--- src/rtl/hit_stamp_pkg.sv ---
package hit_stamp_pkg;

  // Widest Johnson counter the helper functions accept.
  localparam int JMAX = 32;

  // Number of bits of the fine phase code for an n-stage Johnson counter.
  function automatic int fine_bits(input int n);
    return $clog2(2 * n);
  endfunction

  // Count of set bits among the low n stages.
  function automatic int stage_ones(input logic [JMAX-1:0] st, input int n);
    int ones;
    ones = 0;
    for (int i = 0; i < JMAX; i++) begin
      if (i < n && st[i]) ones++;
    end
    return ones;
  endfunction

  // Phase code from a Johnson pattern: while the top stage is clear the
  // code is the number of ones filled in from the bottom; once it is set
  // the ones drain from the bottom and the code keeps rising.
  function automatic int johnson_to_fine(input logic [JMAX-1:0] st, input int n);
    int ones;
    ones = stage_ones(st, n);
    if (st[n-1]) return 2 * n - ones;
    return ones;
  endfunction

  // One shift step: the inverted top stage enters at the bottom.
  function automatic logic [JMAX-1:0] johnson_advance(input logic [JMAX-1:0] st, input int n);
    logic [JMAX-1:0] nxt;
    nxt = '0;
    for (int i = 0; i < JMAX; i++) begin
      if (i < n) begin
        if (i == 0) nxt[i] = ~st[n-1];
        else        nxt[i] = st[i-1];
      end
    end
    return nxt;
  endfunction

  // True on the last pattern of the cycle (only the top stage set),
  // after which the counter returns to all zeros.
  function automatic logic johnson_at_end(input logic [JMAX-1:0] st, input int n);
    return st[n-1] && (stage_ones(st, n) == 1);
  endfunction

endpackage

--- src/rtl/hs_timebase.sv ---
module hs_timebase
  import hit_stamp_pkg::*;
#(
  parameter int JSTAGES  = 4,
  parameter int COARSE_W = 16,
  parameter int FINE_W   = 3
) (
  input  logic                clk,
  input  logic                rst,
  output logic [JSTAGES-1:0]  jstate,
  output logic [FINE_W-1:0]   fine,
  output logic [COARSE_W-1:0] coarse,
  output logic                cycle_end
);

  logic [JMAX-1:0] jwide;
  logic [JMAX-1:0] jnext_wide;

  assign jwide      = {{(JMAX-JSTAGES){1'b0}}, jstate};
  assign jnext_wide = johnson_advance(jwide, JSTAGES);
  assign cycle_end  = johnson_at_end(jwide, JSTAGES);
  assign fine       = FINE_W'(johnson_to_fine(jwide, JSTAGES));

  // Coarse steps on the same edge on which the Johnson pattern returns to
  // zero, so both halves of the timestamp always belong to one cycle.
  always_ff @(posedge clk) begin
    if (rst) begin
      jstate <= '0;
      coarse <= '0;
    end else begin
      jstate <= jnext_wide[JSTAGES-1:0];
      if (cycle_end) coarse <= coarse + 1'b1;
    end
  end

endmodule

--- src/rtl/hs_hit_edge.sv ---
module hs_hit_edge #(
  parameter int SYNC_STAGES = 2
) (
  input  logic clk,
  input  logic rst,
  input  logic hit_async,
  output logic hit_rise
);

  logic [SYNC_STAGES-1:0] sync_q;
  logic                   last_q;

  always_ff @(posedge clk) begin
    if (rst) begin
      sync_q <= '0;
      last_q <= 1'b0;
    end else begin
      sync_q <= {sync_q[SYNC_STAGES-2:0], hit_async};
      last_q <= sync_q[SYNC_STAGES-1];
    end
  end

  assign hit_rise = sync_q[SYNC_STAGES-1] & ~last_q;

endmodule

--- src/rtl/hs_fifo.sv ---
module hs_fifo #(
  parameter int WIDTH = 19,
  parameter int DEPTH = 16,
  parameter int AW    = 4,
  parameter int LW    = 5
) (
  input  logic             clk,
  input  logic             rst,
  input  logic             push_req,
  input  logic [WIDTH-1:0] push_data,
  input  logic             pop_req,
  output logic             out_valid,
  output logic [WIDTH-1:0] out_data,
  output logic             push_ok,
  output logic             push_drop,
  output logic             pop_fire,
  output logic             full,
  output logic [LW-1:0]    level
);

  logic [WIDTH-1:0] store [DEPTH];
  logic [AW-1:0]    wr_ptr;
  logic [AW-1:0]    rd_ptr;

  function automatic logic [AW-1:0] ptr_step(input logic [AW-1:0] p);
    if (p == AW'(DEPTH - 1)) return '0;
    return p + 1'b1;
  endfunction

  assign full      = (level == LW'(DEPTH));
  assign out_valid = (level != '0);
  assign out_data  = store[rd_ptr];
  assign push_ok   = push_req & ~full;
  assign push_drop = push_req & full;
  assign pop_fire  = pop_req & out_valid;

  always_ff @(posedge clk) begin
    if (push_ok) store[wr_ptr] <= push_data;
  end

  always_ff @(posedge clk) begin
    if (rst) begin
      wr_ptr <= '0;
      rd_ptr <= '0;
      level  <= '0;
    end else begin
      if (push_ok)  wr_ptr <= ptr_step(wr_ptr);
      if (pop_fire) rd_ptr <= ptr_step(rd_ptr);
      case ({push_ok, pop_fire})
        2'b10:   level <= level + 1'b1;
        2'b01:   level <= level - 1'b1;
        default: level <= level;
      endcase
    end
  end

endmodule

--- src/rtl/hit_stamp_top.sv ---
module hit_stamp_top
  import hit_stamp_pkg::*;
#(
  parameter  int JSTAGES     = 4,
  parameter  int COARSE_W    = 16,
  parameter  int FIFO_DEPTH  = 16,
  parameter  int SYNC_STAGES = 2,
  localparam int FINE_W      = fine_bits(JSTAGES),
  localparam int STAMP_W     = COARSE_W + FINE_W
) (
  input  logic               clk,
  input  logic               rst,
  input  logic               hit_in,
  input  logic               ovf_clear,
  output logic               ts_valid,
  input  logic               ts_ready,
  output logic [STAMP_W-1:0] ts_data,
  output logic               ovf_flag
);

  localparam int AW = (FIFO_DEPTH > 1) ? $clog2(FIFO_DEPTH) : 1;
  localparam int LW = $clog2(FIFO_DEPTH + 1);

  // Named internal events, visible to the bound checker.
  logic [JSTAGES-1:0]  jstate;
  logic [FINE_W-1:0]   fine;
  logic [COARSE_W-1:0] coarse;
  logic                cycle_end;
  logic                cap_req;
  logic                cap_write;
  logic                cap_drop;
  logic                rd_fire;
  logic                fifo_full;
  logic [LW-1:0]       fifo_level;
  logic [STAMP_W-1:0]  stamp_now;

  hs_timebase #(
    .JSTAGES  (JSTAGES),
    .COARSE_W (COARSE_W),
    .FINE_W   (FINE_W)
  ) u_timebase (
    .clk       (clk),
    .rst       (rst),
    .jstate    (jstate),
    .fine      (fine),
    .coarse    (coarse),
    .cycle_end (cycle_end)
  );

  hs_hit_edge #(
    .SYNC_STAGES (SYNC_STAGES)
  ) u_edge (
    .clk       (clk),
    .rst       (rst),
    .hit_async (hit_in),
    .hit_rise  (cap_req)
  );

  assign stamp_now = {coarse, fine};

  hs_fifo #(
    .WIDTH (STAMP_W),
    .DEPTH (FIFO_DEPTH),
    .AW    (AW),
    .LW    (LW)
  ) u_fifo (
    .clk       (clk),
    .rst       (rst),
    .push_req  (cap_req),
    .push_data (stamp_now),
    .pop_req   (ts_ready),
    .out_valid (ts_valid),
    .out_data  (ts_data),
    .push_ok   (cap_write),
    .push_drop (cap_drop),
    .pop_fire  (rd_fire),
    .full      (fifo_full),
    .level     (fifo_level)
  );

  // Sticky drop flag: a drop in the same cycle as a clear wins.
  always_ff @(posedge clk) begin
    if (rst)            ovf_flag <= 1'b0;
    else if (cap_drop)  ovf_flag <= 1'b1;
    else if (ovf_clear) ovf_flag <= 1'b0;
  end

endmodule

--- config.mk ---
export PLATFORM = sky130hd
export DESIGN_NAME = hit_stamp_top
export DESIGN_NICKNAME = d
export VERILOG_FILES = /design/src/rtl/hit_stamp_pkg.sv /design/src/rtl/hs_timebase.sv /design/src/rtl/hs_hit_edge.sv /design/src/rtl/hs_fifo.sv /design/src/rtl/hit_stamp_top.sv
export SDC_FILE = /design/constraint.sdc
export NUM_CORES = 1
export LEC_CHECK = 0
export BUFFER_PORTS_ARGS = -buffer_cell sky130_fd_sc_hd__buf_2
export CAP_MARGIN = 20
export CORE_AREA = 2 2 217 219
export DETAILED_ROUTE_END_ITERATION = 12
export DIE_AREA = 0 0 219 221
export SYNTH_ARGS = -nofsm -noshare
export SYNTH_HDL_FRONTEND = slang
export SYNTH_HIERARCHICAL = 1
export SYNTH_SLANG_ARGS = --single-unit
--- constraint.sdc ---
create_clock -name clk -period 4.4 [get_ports clk]
set_input_delay 0.44 -clock clk [delete_from_list [all_inputs] [get_ports clk]]
set_output_delay 0.44 -clock clk [all_outputs]
set_load 0.02 [all_outputs]
### After elaboration in Yosys (flattened, before gate mapping)

Memories as Yosys holds them, arrays and structs flattened. A register that Yosys moved wholly into a read port is not among the register bits.
Cells that the tools add are included.

* $add $sub $neg: 9
* equality and inequality tests: 6
* muxes and demuxes: 24
* bitwise logic cells: 7
* reductions and logical operators: 4

Operators with widths (count)
* $add A32 B2 Y32 const B: 3
* $mux W32: 3
* $eq A32 B2 Y1 const B: 1
* $mux W4: 6
* $add A16 B1 Y16 const B: 1
* $mux W1: 12
* $pmux W5 S2: 1
* $add A4 B1 Y4 const B: 2
* $eq A4 B4 Y1 const B: 2
* $mux W3: 2
* $add A5 B1 Y5 const B: 1
* $eq A5 B5 Y1 const B: 1
* $reduce_bool A5 Y1: 1
* $sub A5 B1 Y5 const B: 1
* $and A1 B1 Y1: 4
* $reduce_bool A2 Y1: 2
* $not A1 Y1: 3
* $sub A1 B3 Y3 const A: 1
* $eq A2 B1 Y1 const B: 1
* $eq A2 B2 Y1 const B: 1
* $logic_and A1 B1 Y1: 1

* register bits after elaboration: 37
* RAM bits: 304
* input port bits: 5
* output and inout bits: 21
* logic and storage cells: 59
* memories kept: 1

Memory list
* u_fifo.store: depth 16, bits a word 19, rd ports 1, clocked after Yosys merged registers in 1, write ports 1, line hs_fifo.sv:21 `logic [WIDTH-1:0] store [DEPTH];`

### Longest topological paths before layout

* depth in word-level cells: 10
* gate-level depth with buffers: 14
* gate-level depth less buffers: 13

### Hierarchy

Netlist, hierarchy kept.

By module, submodules not included
* hs_fifo: times used 1, cells an instance 596, area an instance 12433.2 µm², seq. area each 9469.1 µm²
* hs_timebase: times used 1, cells an instance 128, area an instance 1101.1 µm², seq. area each 400.4 µm²
* hs_hit_edge: times used 1, cells an instance 7, area an instance 87.6 µm², seq. area each 60.1 µm²
* hit_stamp_top: times used 1, cells an instance 4, area an instance 38.8 µm², seq. area each 20.0 µm²

### Least setup slack after synthesis

Ideal clock, no wire load.

* path type: register to register
* start point: register u_fifo.level[2]
* end point: memory u_fifo.store[0][0], enable pin
* library setup time: 451 ps
* data arrival time: 2887 ps
* data required time: 3949 ps
* slack: 1063 ps
* stages on the path, launching flop included: 5
* buffers on the path: 1
* period minus slack after synthesis: 3337 ps
* path through: dfxtp_1 or4_4 o21ai_4 buf_6 nor4b_1

* longest elaborated chain between the ends: 5

Ends and longest elaborated chain
* from (decl): line hs_fifo.sv:18 `output logic [LW-1:0] level`
* from (signal assigned): line hs_fifo.sv:50 `2'b10: level <= level + 1'b1;`
* from (signal assigned): line hs_fifo.sv:51 `2'b01: level <= level - 1'b1;`
* from (signal assigned): line hs_fifo.sv:52 `default: level <= level;`
* $eq A5 B5 Y1: line hs_fifo.sv:30 `assign full = (level == LW'(DEPTH));`
* $not A1 Y1: line hs_fifo.sv:33 `assign push_ok = push_req & ~full;`
* $and A1 B1 Y1: line hs_fifo.sv:33
* $mux W1: line hs_fifo.sv:38 `if (push_ok) store[wr_ptr] <= push_data;`
* $mux W1 (implied by the code): line hs_fifo.sv:38
* to (decl): line hs_fifo.sv:21

Every way passes these cells.

==> flow_summary_export.csv <==
group,metric,value,unit
sta,finalSetupViolations,0,
clocking,insertion_delay,0.53,ns
drt,wire_per_inst,20.7,µm
setup_path,end_kind,"primary output",
setup_path,cp-start-kind,"flip-flop",
yosys,synthCells,731,
clocking,clk_pin_slew,0.05,ns
clocking,post_cts_buffers,0,
power,vdd_drop_max,0.245,mV
setup_path,path_class,"flip-flop to primary output",
finish,finalNetCount,799,
sta,hold_violations,0,
clocking,htreeDepth,2,
floorplan,initial_core_util,0.296,
yosys,syn_area_per_cell,18.7,µm²
place,io_buffers,25,
power,p_comb_frac,0.136,
power,intPower,6150,µW
clocking,hold_buffers,0,
global_routing,antenna_found_initial,1,
floorplan,core_area,46100,µm²
power,power.density,510,nW/µm²
clocking,numClockSinks,345,
drt,postRouteAntennaNets,0,
floorplan,io_pins,26,
power,leakagePower,0.00514,µW
power,clockPowerShare,0.404,
floorplan,die-area,48400,µm²
finish,layout_common_cells,"edfxtp_1, mux4_2, nand2_1",
finish,diodes,0,
setup_path,cp.arrival,2.84,ns
sta,slew_headroom,0.275,
power,p_sw,1930,µW
clocking,cts_resized,0,
power,sw_frac_of_total,0.239,
drt,viasPerCell,4.92,
drt,drt_wl_total,29300,µm
sta,skew,0.0175,ns
yosys,syn-cell-area,13600,µm²
finish,mostFrequentLayoutCell,"edfxtp_1",
place,gp_congestion,0.735,
sta,fin_crit_sh,0.745,
min_path,hold_class,"input port to flip-flop",
outcome,outcome,"finished, final reports clean",
clocking,clockBufferDepth,3,
finish,fin_util,0.344,
drt,drt_iter0_markers,609,
finish,synthToLayoutAreaGrowth,16.2,%
sta,post-route-min-period,3.28,ns
sta,worst_pin_slew,1.09,ns
setup_path,reg2reg_depth,9,
yosys,syn_nets,751,
min_path,hold_depth,2,
clocking,numCtsBuffers,35,
finish,drive_above_1_share,0.253,
power,pwr-share-seq,0.460,
global_routing,grt-ovfl-total,0,
drt,drtPass1Iterations,5,
drt,dr_total_vias,6950,
clocking,cts_tree,"yes",
setup_path,path_max_fanout,28,
setup_path,cp.required,3.96,ns
floorplan,die_h,221,µm
global_routing,grt_pass1_vias,6886,
clocking,clockRootBuffer,"clkbuf_16",
global_routing,grt_usage,0.121,
global_routing,grt_max_degree,68,
sta,fmax,305,MHz
global_routing,grt_pass1_wl,43600,µm
sta,rsz0062_at_grt,"false",
yosys,yosysWarnings,6,
sta,setup_tns,0,ns
job,cap_violations,0,
floorplan,rows,79,
place,post-dp-hpwl,15800,µm
sta,slew_viol_final,0,
floorplan,die_w,219,µm
drt,drc,0,
## metal layers
layer | up-vias | global-route usage | wire length (µm)
met2 | 195 | 0.195 | 14200
met5 | - | 0 | 13
li1 | 3080 | - | -
met3 | 48 | 0.0216 | 1410
met4 | 2 | 0.0384 | 644
met1 | 3625 | 0.165 | 13000
## cell type report
| cell class | count | area (µm²) |
|---|---|---|
| Fill cell | 4357 | 30200 |
| Sequential cell | 345 | 9960 |
| Multi-Input combinational cell | 334 | 3470 |
| Clock buffer | 46 | 977 |
| Tap cell | 607 | 759 |
| Timing Repair Buffer | 50 | 325 |
| Clock inverter | 18 | 300 |
| Inverter | 13 | 48.8 |
## flip-flops by register name, indices dropped and copies added (netlist names), named ones only
signal and cells:
ovf_flag 1, u_edge/last_q 1, u_edge/sync_q 2, u_fifo/level 5, u_fifo/rd_ptr 4, u_fifo/store 304, u_fifo/wr_ptr 4, u_timebase/coarse 16
u_timebase/jstate 4
## path summary, 6_finish.rpt
| path | from | end | slack (ns) |
|---|---|---|---|
| worst max-delay path | flip-flop | ts_data[15] | 1.12 |
| worst min-delay path | hit_in | u_edge/sync_q[0] | 0.13 |
| worst max register to register | u_fifo/level[0] | u_fifo/level[4] | 1.34 |
| worst min register to register | u_edge/sync_q[0] | u_edge/sync_q[1] | 0.43 |
## per-stage QoR
step	hold slack [ns]	std cells	area, µm²	worst slack [ns]	total power [µW]
2_1_floorplan	0.414	731	13600	1.07	4650
3_3_place_gp	0.428	1348	14600	1.43	4890
3_5_place_dp	0.424	1348	14600	1.37	4900
4_1_cts	0.123	1412	15800	0.996	8170
5_1_grt	0.171	1413	15800	0.838	8390
6_report	0.133	1413	15800	1.12	8070
## power groups by stage
stage | Clock (µW) | Sequential (µW) | Combinational (µW)
4_1_cts | 3330 | 3720 | 1120
2_1_floorplan | 0 | 3660 | 988
6_report | 3260 | 3710 | 1100
3_5_place_dp | 0 | 3790 | 1110
3_3_place_gp | 0 | 3790 | 1100
5_1_grt | 3460 | 3730 | 1190
## critical path, cell delays in order, from the launching register on
cell     delay, ns
dfxtp_4       0.74
buf_4         0.51
mux4_2        0.57
a22oi_1       0.24
nand2_1       0.08
buf_2         0.16
Power figures use the tool's default switching activity.
